[src/rtl/rst_seq.sv]
module rst_seq #(
  parameter int HOLD_CYCLES = 512,
  parameter int SYNC_STAGES = 2
) (
  input  logic       clk,
  input  logic       por_i,
  input  logic       ext_rst_n_i,
  input  logic       wdog_req_i,
  input  logic       net_req_i,
  input  logic       sw_req_i,
  input  logic       cause_rd_i,
  output logic       rst_cpu_o,
  output logic       rst_eth_o,
  output logic       rst_dma_o,
  output logic       rst_net_o,
  output logic       rst_gen_o,
  output logic       rst_mem_o,
  output logic       rst_ser_o,
  output logic       fetch_hold_o,
  output logic       cs0_only_o,
  output logic [4:0] cause_o
);
  localparam int CW = (HOLD_CYCLES > 2) ? $clog2(HOLD_CYCLES) : 1;
  localparam logic [CW-1:0] LAST = CW'(HOLD_CYCLES - 1);

  logic [SYNC_STAGES-1:0] ext_sync;
  logic                   ext_ok;
  logic                   hard;
  logic                   cpu_req;
  logic                   part_req;
  logic [CW-1:0]          cnt;
  logic                   hold;
  logic [4:0]             cause;

  always_ff @(posedge clk or negedge ext_rst_n_i)
    if (!ext_rst_n_i) ext_sync <= '0;
    else              ext_sync <= {ext_sync[SYNC_STAGES-2:0], 1'b1};

  assign ext_ok   = ext_sync[SYNC_STAGES-1];
  assign hard     = por_i | ~ext_ok;
  assign cpu_req  = wdog_req_i | net_req_i;
  assign part_req = cpu_req | sw_req_i;

  always_ff @(posedge clk or posedge hard)
    if (hard) begin
      rst_cpu_o <= 1'b1;
      rst_eth_o <= 1'b1;
      rst_dma_o <= 1'b1;
      rst_net_o <= 1'b1;
      rst_gen_o <= 1'b1;
      rst_mem_o <= 1'b1;
      rst_ser_o <= 1'b1;
    end else begin
      rst_cpu_o <= cpu_req;
      rst_eth_o <= part_req;
      rst_dma_o <= part_req;
      rst_net_o <= wdog_req_i;
      rst_gen_o <= part_req;
      rst_mem_o <= wdog_req_i;
      rst_ser_o <= part_req;
    end

  always_ff @(posedge clk or posedge hard)
    if (hard) begin
      cnt  <= '0;
      hold <= 1'b1;
    end else if (cpu_req || rst_cpu_o) begin
      cnt  <= '0;
      hold <= 1'b1;
    end else if (hold) begin
      if (cnt == LAST) hold <= 1'b0;
      else             cnt  <= cnt + 1'b1;
    end

  assign fetch_hold_o = hold;
  assign cs0_only_o   = hold;

  always_ff @(posedge clk or posedge por_i)
    if (por_i) cause <= 5'b00001;
    else       cause <= (cause_rd_i ? 5'b0 : cause)
                        | {sw_req_i, net_req_i, wdog_req_i, ~ext_ok, 1'b0};

  assign cause_o = cause;
endmodule


[config.mk]
export PLATFORM = sky130hd
export DESIGN_NAME = rst_seq
export DESIGN_NICKNAME = d
export VERILOG_FILES = /design/src/rtl/rst_seq.sv
export SDC_FILE = /design/constraint.sdc
export NUM_CORES = 1
export LEC_CHECK = 0
export BUFFER_PORTS_ARGS = -buffer_cell sky130_fd_sc_hd__buf_2
export CELL_PAD_IN_SITES_DETAIL_PLACEMENT = 2
export CELL_PAD_IN_SITES_GLOBAL_PLACEMENT = 2
export CORE_UTILIZATION = 34
export CTS_CLUSTER_DIAMETER = 40
export DETAILED_ROUTE_END_ITERATION = 10
export PLACE_DENSITY = 0.79
export REMOVE_ABC_BUFFERS = 1
export SYNTH_ARGS = -nofsm -noshare
export SYNTH_HDL_FRONTEND = slang
export SYNTH_SLANG_ARGS = --single-unit
[constraint.sdc]
create_clock -name clk -period 1.8 [get_ports clk]
set_input_delay 0.18 -clock clk [delete_from_list [all_inputs] [get_ports clk]]
set_output_delay 0.18 -clock clk [all_outputs]
set_load 0.005 [all_outputs]
=== Word level (Yosys, flattened, before mapping) ===
Cells that the tools add are included.

* Add/subtract/negate cells: 1
* Eq/ne operators: 2
* Mux-type cells: 7
* Bitwise logic cells: 5
* Reductions and logical operators: 3

{| class="wikitable"
|+ Operators by type and width
! kind !! number
|-
| $mux W9 || 3
|-
| $add A9 B1 Y9 const B || 1
|-
| $eq A9 B9 Y1 const B || 1
|-
| $mux W5 || 1
|-
| $or A5 B5 Y5 || 1
|-
| $mux W1 || 3
|-
| $or A1 B1 Y1 || 3
|-
| $ne A2 B2 Y1 const B || 1
|-
| $reduce_and A2 Y1 || 1
|-
| $reduce_bool A2 Y1 || 1
|-
| $logic_or A1 B1 Y1 || 1
|-
| $not A1 Y1 || 1
|}

* Register bits after elaboration: 20
* Bits of input ports: 7
* Output and inout port bits: 14
* Logic and storage cells: 25

=== Longest topological paths before layout ===
Gate-level depths: netlist (run 1).

* Depth after elaboration: 4
* Depth in mapped cells: 8
* Depth with buffers taken out: 7

=== Least setup slack after synthesis (run 1) ===
OpenSTA, ideal clock, no wires.

* Path kind: flip-flop to flip-flop
* Start: register cnt[0]
* End: register cnt[5]
* Data arrival time: 1.796 ns
* Data required time: 1.722 ns
* Slack: -0.074 ns
* Cell stages (with the launch flop): 9
* Buffers on the path: 1
* Cell sequence: dfrtp_1 > ha_1 > nand3_1 > nor2_1 > ha_1 > nand2b_1 > buf_6 > or4_1 > a21oi_1

* Word-level cells in the longest chain between the ends: 4
* Elaborated cells between the ends (all ways): 7
* Classes of those cells: add/sub: 1; eq/ne: 2; mux: 3; reduce/logical: 1

{| class="wikitable"
|+ RTL lines
! element !! line !! source
|-
| start, declared || 31 || <nowiki>logic [CW-1:0] cnt;</nowiki>
|-
| start signal, assigned || 72 || <nowiki>else cnt <= cnt + 1'b1;</nowiki>
|-
| $add A9 B1 Y9 || 72 ||
|-
| $mux W9 || 71 || <nowiki>if (cnt == LAST) hold <= 1'b0;</nowiki>
|-
| $mux W9 || 70 || <nowiki>end else if (hold) begin</nowiki>
|-
| $mux W9 || 67 || <nowiki>end else if (cpu_req || rst_cpu_o) begin</nowiki>
|}

Parallel ways exist; a longest one is shown, timed or not. The select of a mux whose other input is x is not followed.
A chain may end at the register's enable or synchronous reset.

=== Worst setup path after layout (run 1) ===
* Start: register cnt[0]
* End: register cnt[7]

The elaborated chain is that of the path after synthesis.

==> qor.yml, run 1 <==
cts_tree: "yes"
avgSynthCellArea_um2: 11.2
dpl.cell_count: 128
hpwl_um: 1650
drtAntennaViolNets: 0
final_cell_count_no_fill: 139
grt_use_total_pct: 22.0
worstSetupEndpointType: "register"
slowest_stage: "or4_4"
required_ps: 2040
die_width_um: 52.4
cts_buffer_depth: 2
power_density_nw_per_um2: 699
synth-seq-cells: 20
finalWeightedCongestion: 0.763
cts_buffers: 3
slew_viol_final: 0
cp_cell_sequence: "ha_2, nand3_2, nor2_2, ha_2, nand2b_4, or4_4, a21oi_1"
antenna_found_initial: 0
start_kind: "register"
min_period_ps: 1790
grt_overflow: 0
rsz0062_at_grt: "true"
drt_iter0_drc: 6
ios: 21
setup_tns_ps: 0
initial_core_util_pct: 37.6
grt_use_met2_pct: 37.8
num-fill-cells: 237
setup_viol_count_final: 0
cp_num_buf_inv: 0
grt_max_degree: 14
multi_input_area_um2: 324
die_area_um2: 2740
nets: 121
grt_busiest_layer: "met2"
h-tree-depth: 1
routed_wl_um: 2770
detail_route.first_pass.iterations: 4
clk-insertion-delay-late_ps: 310
yosys_warnings: 0
worstPathArrival_ps: 2030
cap_viol_max_count: 0
syn_area_um2: 863
clkSinkCount: 20
fin_crit_sh_pct: 99.6
port_buffers: 20
syn_to_final_growth_pct: 33.5
grt_use_met3_pct: 5.22
grt_pass1_vias: 792
core_area_um2: 2300
via_count: 713
viasPerCell: 5.13
drc: 0
synth.distinct_cells: 26
regArea_um2: 507
critPathMaxStageDelay_ps: 510
rows: 17
synthCells: 77
path_clk_slew_ps: 130
drive_above_1_share_pct: 48.6
use_met1_pct: 25.8
grt_pass1_wl_um: 4120
cp_common_cell: "ha_2"
crit_fanout: 7
status: "completed"
routedWlPerCell_um: 19.9
power_mw: 0.806
crit_family: "simple AND/OR/NAND/NOR gates"
root_buffer: "clkbuf_4"
p_leak_nw: 0.522
n_antenna_cell: 0
hold_viol: 0
crit_type: "register to register"
hp-class: "input port to register"
timing.fmax_ghz: 0.558
yosysSeqAreaShare_pct: 58.7
ir_worst_vdd_v: 0.000597
skew_ps: 9.47
die_y_um: 52.4
path summary, 6_finish.rpt:
path | to | depth (start not counted) | from | slack (ps)
worst max-delay path | cnt[7]$_DFFE_PP0P_ | 7 | cnt[0]$_DFFE_PP0P_ | 6
worst min-delay path | cause_o[0]$_DFFE_PP1P_ | 2 | cause_rd_i | 40
worst max register to register | cnt[7]$_DFFE_PP0P_ | 7 | cnt[0]$_DFFE_PP0P_ | 6
worst min register to register | cnt[7]$_DFFE_PP0P_ | 2 | ext_sync[1]$_DFF_PN0_ | 330
max in group asynchronous | rst_ser_o$_DFF_PP1_ | 4 | por_i | 1070
min in group asynchronous | ext_sync[1]$_DFF_PN0_ | 2 | ext_rst_n_i | 190
kinds of logic after synthesis:
logic type,synth area share (%)
AO/OA/AOI/OAI,9.56
AND/OR/NAND/NOR,16.2
XOR/XNOR,2.03
flip-flops,58.7
adder cells (fa/ha/maj),2.90
other,0.434
multiplexers,2.32
buffers and inverters,7.83
cells in the final DEF (no fill, tap or decap), types with 3 or more instances in the layout:
cell type,Yosys,final
a21o_1,3,3
a21oi_1,5,3
buf_2,0,20
buf_4,5,14
clkbuf_4,0,3
dfrtp_1,15,15
dfstp_2,5,5
dlygate4sd3_1,0,3
inv_1,4,4
nor2_1,6,5
o21ai_0,4,4
or3_1,4,4
through the flow:
| step | hold WS, ps | instance area [um^2] | setup WS, ps | utilization, % |
|---|---|---|---|---|
| 4_1_cts | 12.4 | 1110 | 4.12 | 48.2 |
| 6_report | 40.2 | 1150 | 6.39 | 50.2 |
| 3_3_place_gp | -33.1 | 1020 | -31.6 | 44.4 |
| 2_1_floorplan | -116 | 811 | -107 | - |
| 5_1_grt | 29.3 | 1150 | -55.1 | 50.2 |
| 3_5_place_dp | -33.7 | 1020 | -139 | 44.4 |
state kept, by name, indices dropped and copies added (netlist names):
signal / count
rst_mem_o: 1
cause_o: 5
cs0_only_o: 1
rst_ser_o: 1
cnt: 9
ext_sync: 2
rst_cpu_o: 1
per-layer routing:
metal	part of all wire, %	routed length [um]
met2	55	1520
met3	3.8	104
met4	2.3	63
met1	39	1080
met5	0	0
cells in the mapped netlist (all sizes together):
cell    count  area (um^2)
or3         5         32.5
dfstp       5          131
a21o        3         22.5
nand4       1         6.26
nand2       2         7.51
buf         6         48.8
nand4b      1         8.76
conb        1         3.75
o21ai       4         20.0
a21oi       5         25.0
xor2        2         17.5
inv         4         15.0
or4         2         15.0
ha          2         25.0
nand3       3         15.0
nand2b      1         6.26
or2         1         6.26
nor2        6         22.5
dfrtp      15          375
clkbuf      1         3.75
nor2b       2         12.5
o31ai       2         15.0
mux2i       2         20.0
nand3b      1         7.51
worst reg2reg max path: stages, from the launching register on:
cell      delay (ps)
dfrtp_1          410
ha_2             200
nand3_2           80
nor2_2            40
ha_2             190
nand2b_4         170
or4_4            510
a21oi_1          130
final cells by class:
cell class,count,share of cell area [%]
clock buffers,4,3.15
flip-flops and latches,20,44.0
repair buffers,37,20.4
inverters,4,1.30
well taps,28,3.04
multi-input cells,46,28.1
repair_timing:
item                                    4_1_cts  5_1_grt
resized for setup                             4        6
hold endpoints to repair                     16        0
pin swaps                                     2        2
endpoints found under the setup margin        5        5
hold buffers                                  3        0
buffers inserted                              1        3
power by group:
part           switching [mW]  internal [mW]  leakage (nW)
registers             0.00719          0.464         0.243
logic                  0.0333         0.0278         0.259
clock network           0.150          0.123        0.0210
Power figures use the tool's default switching activity.
==> run 2, diff against run 1 <==
--- a/config.mk
+++ b/config.mk
@@ -7,4 +7,5 @@
 export LEC_CHECK = 0
 export BUFFER_PORTS_ARGS = -buffer_cell sky130_fd_sc_hd__buf_2
+export CAP_MARGIN = 40
 export CELL_PAD_IN_SITES_DETAIL_PLACEMENT = 2
 export CELL_PAD_IN_SITES_GLOBAL_PLACEMENT = 2
@@ -17,2 +18,3 @@
 export SYNTH_HDL_FRONTEND = slang
 export SYNTH_SLANG_ARGS = --single-unit
+export TNS_END_PERCENT = 50
==> constraint.sdc (replaced) <==
create_clock -name clk -period 1.8 [get_ports clk]
set_input_delay 0.27 -clock clk [delete_from_list [all_inputs] [get_ports clk]]
set_output_delay 0.27 -clock clk [all_outputs]
set_load 0.005 [all_outputs]
==> run 2 against run 1 <==
Net effect: global-route usage is 1.5 points lower; clock skew is 0.55 ps higher; critical path type unchanged; non-clock buffer count is 1 lower; worst hold slack better by 45 ps; combinational power is 3% lower; first-iteration DRC count is 50% lower; sequential cell count stayed put; the flow now finishes with violations (negative setup slack); critical endpoint unchanged; clock-buffer cell count stayed put.
==> qor.yml, run 2 (synthesis gave the netlist of run 1 again) <==
n_antenna_cell: 0  # unchanged
crit_fanout: 7  # unchanged
drt_iter0_drc: 3  # was 6
detail_route.first_pass.iterations: 2  # was 4
syn_to_final_growth_pct: 32.3  # was 33.5%
drtAntennaViolNets: 0  # unchanged
rsz0062_at_grt: "true"  # unchanged
design_area_um2: 1140  # was 1150 um^2
min_period_ps: 1820  # was 1790 ps
die_width_um: 52.4  # unchanged
die_area_um2: 2740  # unchanged
power_density_nw_per_um2: 702  # was 699 nW/um^2
cts_tree: "yes"  # unchanged
drive_above_1_share_pct: 49.1  # was 48.6%
slew_viol_final: 0  # unchanged
nets: 120  # was 121
r2r_setup_slack_ps: -20  # was 6 ps
p_leak_nw: 0.518  # was 0.522 nW
layout_setup_ws_ps: -20.5  # was 6.39 ps
clkSinkCount: 20  # unchanged
placed_cell_area_um2: 1020  # unchanged
final_cell_mix: "buf_2, dfrtp_1, buf_4"  # unchanged
status: "finished, violations left"  # was completed
root_buffer: "clkbuf_4"  # unchanged
violations: "negative setup slack"
timing.fmax_ghz: 0.549  # was 0.558 GHz
final_common_cell: "buf_2"  # unchanged
via_count: 708  # was 713
path_clk_slew_ps: 130  # about the same
clk-insertion-delay-late_ps: 300  # was 310 ps
hp-class: "input port to register"  # unchanged
fin_crit_sh_pct: 101  # was 99.6%
finalWeightedCongestion: 0.763  # unchanged
h-tree-depth: 1  # unchanged
initial_core_util_pct: 37.6  # unchanged
grt_pass1_wl_um: 3860  # was 4120 um
worstPathArrival_ps: 2060  # was 2030 ps
grt_pass1_vias: 749  # was 792
skew_ps: 10.0  # was 9.47 ps
final_cell_count_no_fill: 138  # was 139
ios: 21  # unchanged
cap_viol_max_count: 0  # unchanged
viasPerCell: 5.13  # about the same
antenna_found_initial: 0  # unchanged
largest_reg_flops: 9  # unchanged
grt_max_degree: 14  # unchanged
ir_worst_vdd_v: 0.000605  # was 0.000597 V
crit_type: "register to register"  # unchanged
core_area_um2: 2300  # unchanged
cts_buffers: 3  # unchanged
die_y_um: 52.4  # unchanged
routedWlPerCell_um: 20.7  # was 19.9 um
hpwl_um: 1650  # unchanged
port_buffers: 20  # unchanged
start_kind: "register"  # unchanged
rows: 17  # unchanged
setup_viol_count_final: 4  # was 0
drc: 0  # unchanged
grt_overflow: 0  # unchanged
dpl.cell_count: 128  # unchanged
dp_slack_ps: -139  # unchanged
grt_use_total_pct: 20.5  # was 22.0%
holdWs_ps: 85.3  # was 40.2 ps
routed_wl_um: 2860  # was 2770 um
largest_register: "cnt"  # unchanged
hold_viol: 0  # unchanged
worstSetupEndpointType: "register"  # unchanged
required_ps: 2040  # about the same
cts_buffer_depth: 2  # unchanged
==> run 2: changes by cell type in the layout (fill, tap and decap cells not counted) <==
cell and change:
dlygate4sd3_1 -1
==> run 2: where the power goes <==
group          switching, mW  total (mW)  internal, mW
registers            0.00803       0.472         0.464
clock network          0.147       0.270         0.123
logic                 0.0331      0.0594        0.0263
total                  0.188       0.802         0.614
==> run 2: final timing paths <==
kind                                       start               endpoint  depth (start not counted)
min in group asynchronous            ext_rst_n_i  ext_sync[1]$_DFF_PN0_                          2
hold / removal                        wdog_req_i    rst_mem_o$_DFF_PP1_                          1
setup / recovery              cnt[0]$_DFFE_PP0P_     cnt[7]$_DFFE_PP0P_                          7
max in group asynchronous                  por_i    rst_cpu_o$_DFF_PP1_                          4
hold reg to reg            ext_sync[1]$_DFF_PN0_     cnt[5]$_DFFE_PP0P_                          2
setup reg to reg              cnt[0]$_DFFE_PP0P_     cnt[7]$_DFFE_PP0P_                          7
==> run 2: critical path, stage by stage, from the launching register on <==
cell	delay, ps
dfrtp_1	420
ha_2	220
nand3_2	90
nor2_2	40
ha_2	190
nand2b_4	170
or4_4	500
a21oi_1	130
==> run 2: cell type report <==
class,instances,area [um^2]
fill,241,1150
multi-input combinational,46,324
sequential,20,507
timing repair buffer,36,225
tap,28,35.0
inverter,4,15.0
clock buffer,4,36.3
==> run 2: per-stage QoR <==
step	power, mW	setup TNS, ps	util (%)
6_report	0.802	-46.4	49.7
5_1_grt	0.842	-331	49.7
4_1_cts	0.811	0	47.8
3_5_place_dp	0.530	-409	44.4
3_3_place_gp	0.526	-62.5	44.4
2_1_floorplan	0.497	-271	-
==> run 2: metal layers <==
layer  track usage [%]  share of wire, %  vias to the layer above
met5                 0                 0                        -
met4              6.58              0.74                        0
met3              3.77               1.9                        2
met2              35.4                55                       12
met1              25.6                42                      369
li1                  -                 -                      325
==> run 2: timing repair <==
item                                   4_1_cts  5_1_grt
resized for setup                            4        6
hold buffers                                 2        0
setup endpoints to repair                    5        5
endpoints found under the hold margin        6        0
setup buffers                                1        3
pin swaps                                    2        2
==> run 3, diff against run 2 <==
- PLACE_DENSITY: 0.79 -> not set
- PLACE_DENSITY_LB_ADDON: not set -> 0.1
- clock period: 1.8 -> 2.24 ns (I/O delays scaled with it)
==> run 3 against run 2 <==
Net effect: the run now ends clean; register-to-register slack improved by 230 ps; setup slack improved by 230 ps; cell count fell by 8.7%; power fell by 11%; via count fell by 11%; sequential power fell by 20%; sequential cell count did not move; critical endpoint is now cnt[5]$_DFFE_PP0P_.
==> qor.yml, run 3 (synthesis gave the netlist of run 1 again) <==
slew_viol_final: 0  # unchanged
grt_pass1_wl_um: 3310  # was 3860 um
power_density_nw_per_um2: 689  # was 702 nW/um^2
cts_buffers: 3  # unchanged
ios: 21  # unchanged
drive_above_1_share_pct: 33.7  # was 49.1%
grt_overflow: 0  # unchanged
p_leak_nw: 0.463  # was 0.518 nW
grt_pass1_vias: 685  # was 749
cp_num_cells: 7  # unchanged
worstSetupEndpointType: "register"  # unchanged
fin_crit_sh_pct: 90.5  # was 101%
die_y_um: 52.4  # unchanged
clk-insertion-delay-late_ps: 300  # about the same
slowest_stage: "or4_1"  # was or4_4
placed_cell_area_um2: 961  # was 1020 um^2
crit_family: "simple AND/OR/NAND/NOR gates"  # unchanged
critPathMaxStageDelay_ps: 550  # was 500 ps
cap_viol_max_count: 0  # unchanged
start_kind: "register"  # unchanged
routedWlPerCell_um: 14.9  # was 20.7 um
drc: 0  # unchanged
rows: 17  # unchanged
min_period_ps: 2030  # was 1820 ps
post_cts_buffers: 0  # was 1
path_clk_slew_ps: 120  # was 130 ps
timing.fmax_ghz: 0.493  # was 0.549 GHz
cts_buffer_depth: 2  # unchanged
hp-class: "input port to register"  # unchanged
core_area_um2: 2300  # unchanged
port_buffers: 20  # unchanged
crit_fanout: 7  # unchanged
status: "completed"  # was finished, violations left
holdPathStages: 1  # unchanged
n_antenna_cell: 0  # unchanged
final_common_cell: "buf_2"  # unchanged
finalWeightedCongestion: 0.694  # was 0.763
r2r_cells: 7  # unchanged
final_cell_mix: "buf_2, dfrtp_1, nor2_1"  # was buf_2, dfrtp_1, buf_4
viasPerCell: 5.01  # was 5.13
grt_max_degree: 14  # unchanged
rsz0062_at_grt: "false"  # was true
nets: 108  # was 120
clkSinkCount: 20  # unchanged
die_width_um: 52.4  # unchanged
skew_ps: 3.01  # was 10.0 ps
via_count: 631  # was 708
hpwl_um: 1430  # was 1650 um
setup_tns_ps: 0  # was -46.4 ps
grt_use_total_pct: 17.3  # was 20.5%
post_cts_resized: 0  # was 4
cp_common_cell: "ha_1"  # was ha_2
drt_iter0_drc: 7  # was 3
h-tree-depth: 1  # unchanged
cp_cell_sequence: "ha_1, nand3_1, nor2_1, ha_1, nand2b_1, or4_1, a21oi_1"  # was ha_2, nand3_2, nor2_2, ha_2, nand2b_4, or4_4, a21oi_1
hold_viol: 0  # unchanged
root_buffer: "clkbuf_4"  # unchanged
syn_to_final_growth_pct: 19.7  # was 32.3%
cts_tree: "yes"  # unchanged
largest_register: "cnt"  # unchanged
num-fill-cells: 256  # was 241
holdBufCountCts: 2  # unchanged
setup_viol_count_final: 0  # was 4
drtAntennaViolNets: 0  # unchanged
ir_worst_vdd_v: 0.000367  # was 0.000605 V
required_ps: 2470  # was 2040 ps
largest_reg_flops: 9  # unchanged
worstPathArrival_ps: 2260  # was 2060 ps
initial_core_util_pct: 37.6  # unchanged
die_area_um2: 2740  # unchanged
detail_route.first_pass.iterations: 2  # unchanged
crit_type: "register to register"  # unchanged
routed_wl_um: 1880  # was 2860 um
antenna_found_initial: 0  # unchanged
cp_num_buf_inv: 0  # unchanged
design_area_um2: 1030  # was 1140 um^2
==> run 3: cell count changes in the layout (fill, tap and decap cells not counted), sizes merged <==
cell,before,now
clkbuf,4,3
bufinv,0,1
buf,34,22
==> run 3: path summary, 6_finish.rpt <==
check / from / endpoint / slack (ps)
max in group asynchronous: por_i / cs0_only_o$_DFF_PP1_ / 1330
hold reg to reg: ext_sync[1]$_DFF_PN0_ / cnt[4]$_DFFE_PP0P_ / 360
hold / removal: wdog_req_i / rst_mem_o$_DFF_PP1_ / 150
setup / recovery: cnt[0]$_DFFE_PP0P_ / cnt[5]$_DFFE_PP0P_ / 210
min in group asynchronous: ext_rst_n_i / ext_sync[1]$_DFF_PN0_ / 330
setup reg to reg: cnt[0]$_DFFE_PP0P_ / cnt[5]$_DFFE_PP0P_ / 210
==> run 3: routing by layer <==
layer / global-route usage, % / part of all wire (%) / routed length [um] / up-vias
li1: - / - / - / 298
met1: 20.5 / 46 / 855 / 322
met2: 29.7 / 51 / 959 / 9
met3: 3.48 / 2.2 / 42 / 2
met4: 7.89 / 0.91 / 17 / 0
met5: 0 / 0 / 0 / -
==> run 3: where the power goes <==
group          switching (mW)  internal (mW)
sequential            0.00531          0.373
clock                   0.112          0.181
combinational          0.0214         0.0192
total                   0.139          0.573
==> run 3: area by class of cell <==
type / instances / area, um^2 / share of cell area [%]
inverters: 4 / 15.0 / 1.45
flip-flops and latches: 20 / 507 / 49.0
clock buffers: 3 / 22.5 / 2.18
clock inverters: 1 / 30.0 / 2.91
multi-input cells: 46 / 289 / 28.0
well taps: 28 / 35.0 / 3.39
repair buffers: 24 / 135 / 13.1
==> run 3: worst reg2reg max path: cells and delay by family (launching register included) <==
kind	cells	cell delay, ps
flops	1	420
fa+ha+maj	2	440
simple gates	4	950
compound gates	1	160
==> run 3: through the flow <==
stage / util (%) / hold WS, ps / instances / power (mW) / worst slack (ps)
5_1_grt: 45.0 / 132 / 126 / 0.739 / 77.9
4_1_cts: 45.0 / 139 / 126 / 0.724 / 228
2_1_floorplan: - / 40.4 / 70 / 0.399 / 333
3_5_place_dp: 41.8 / 129 / 120 / 0.425 / 271
3_3_place_gp: 41.8 / 123 / 120 / 0.422 / 359
6_report: 45.0 / 154 / 126 / 0.712 / 212
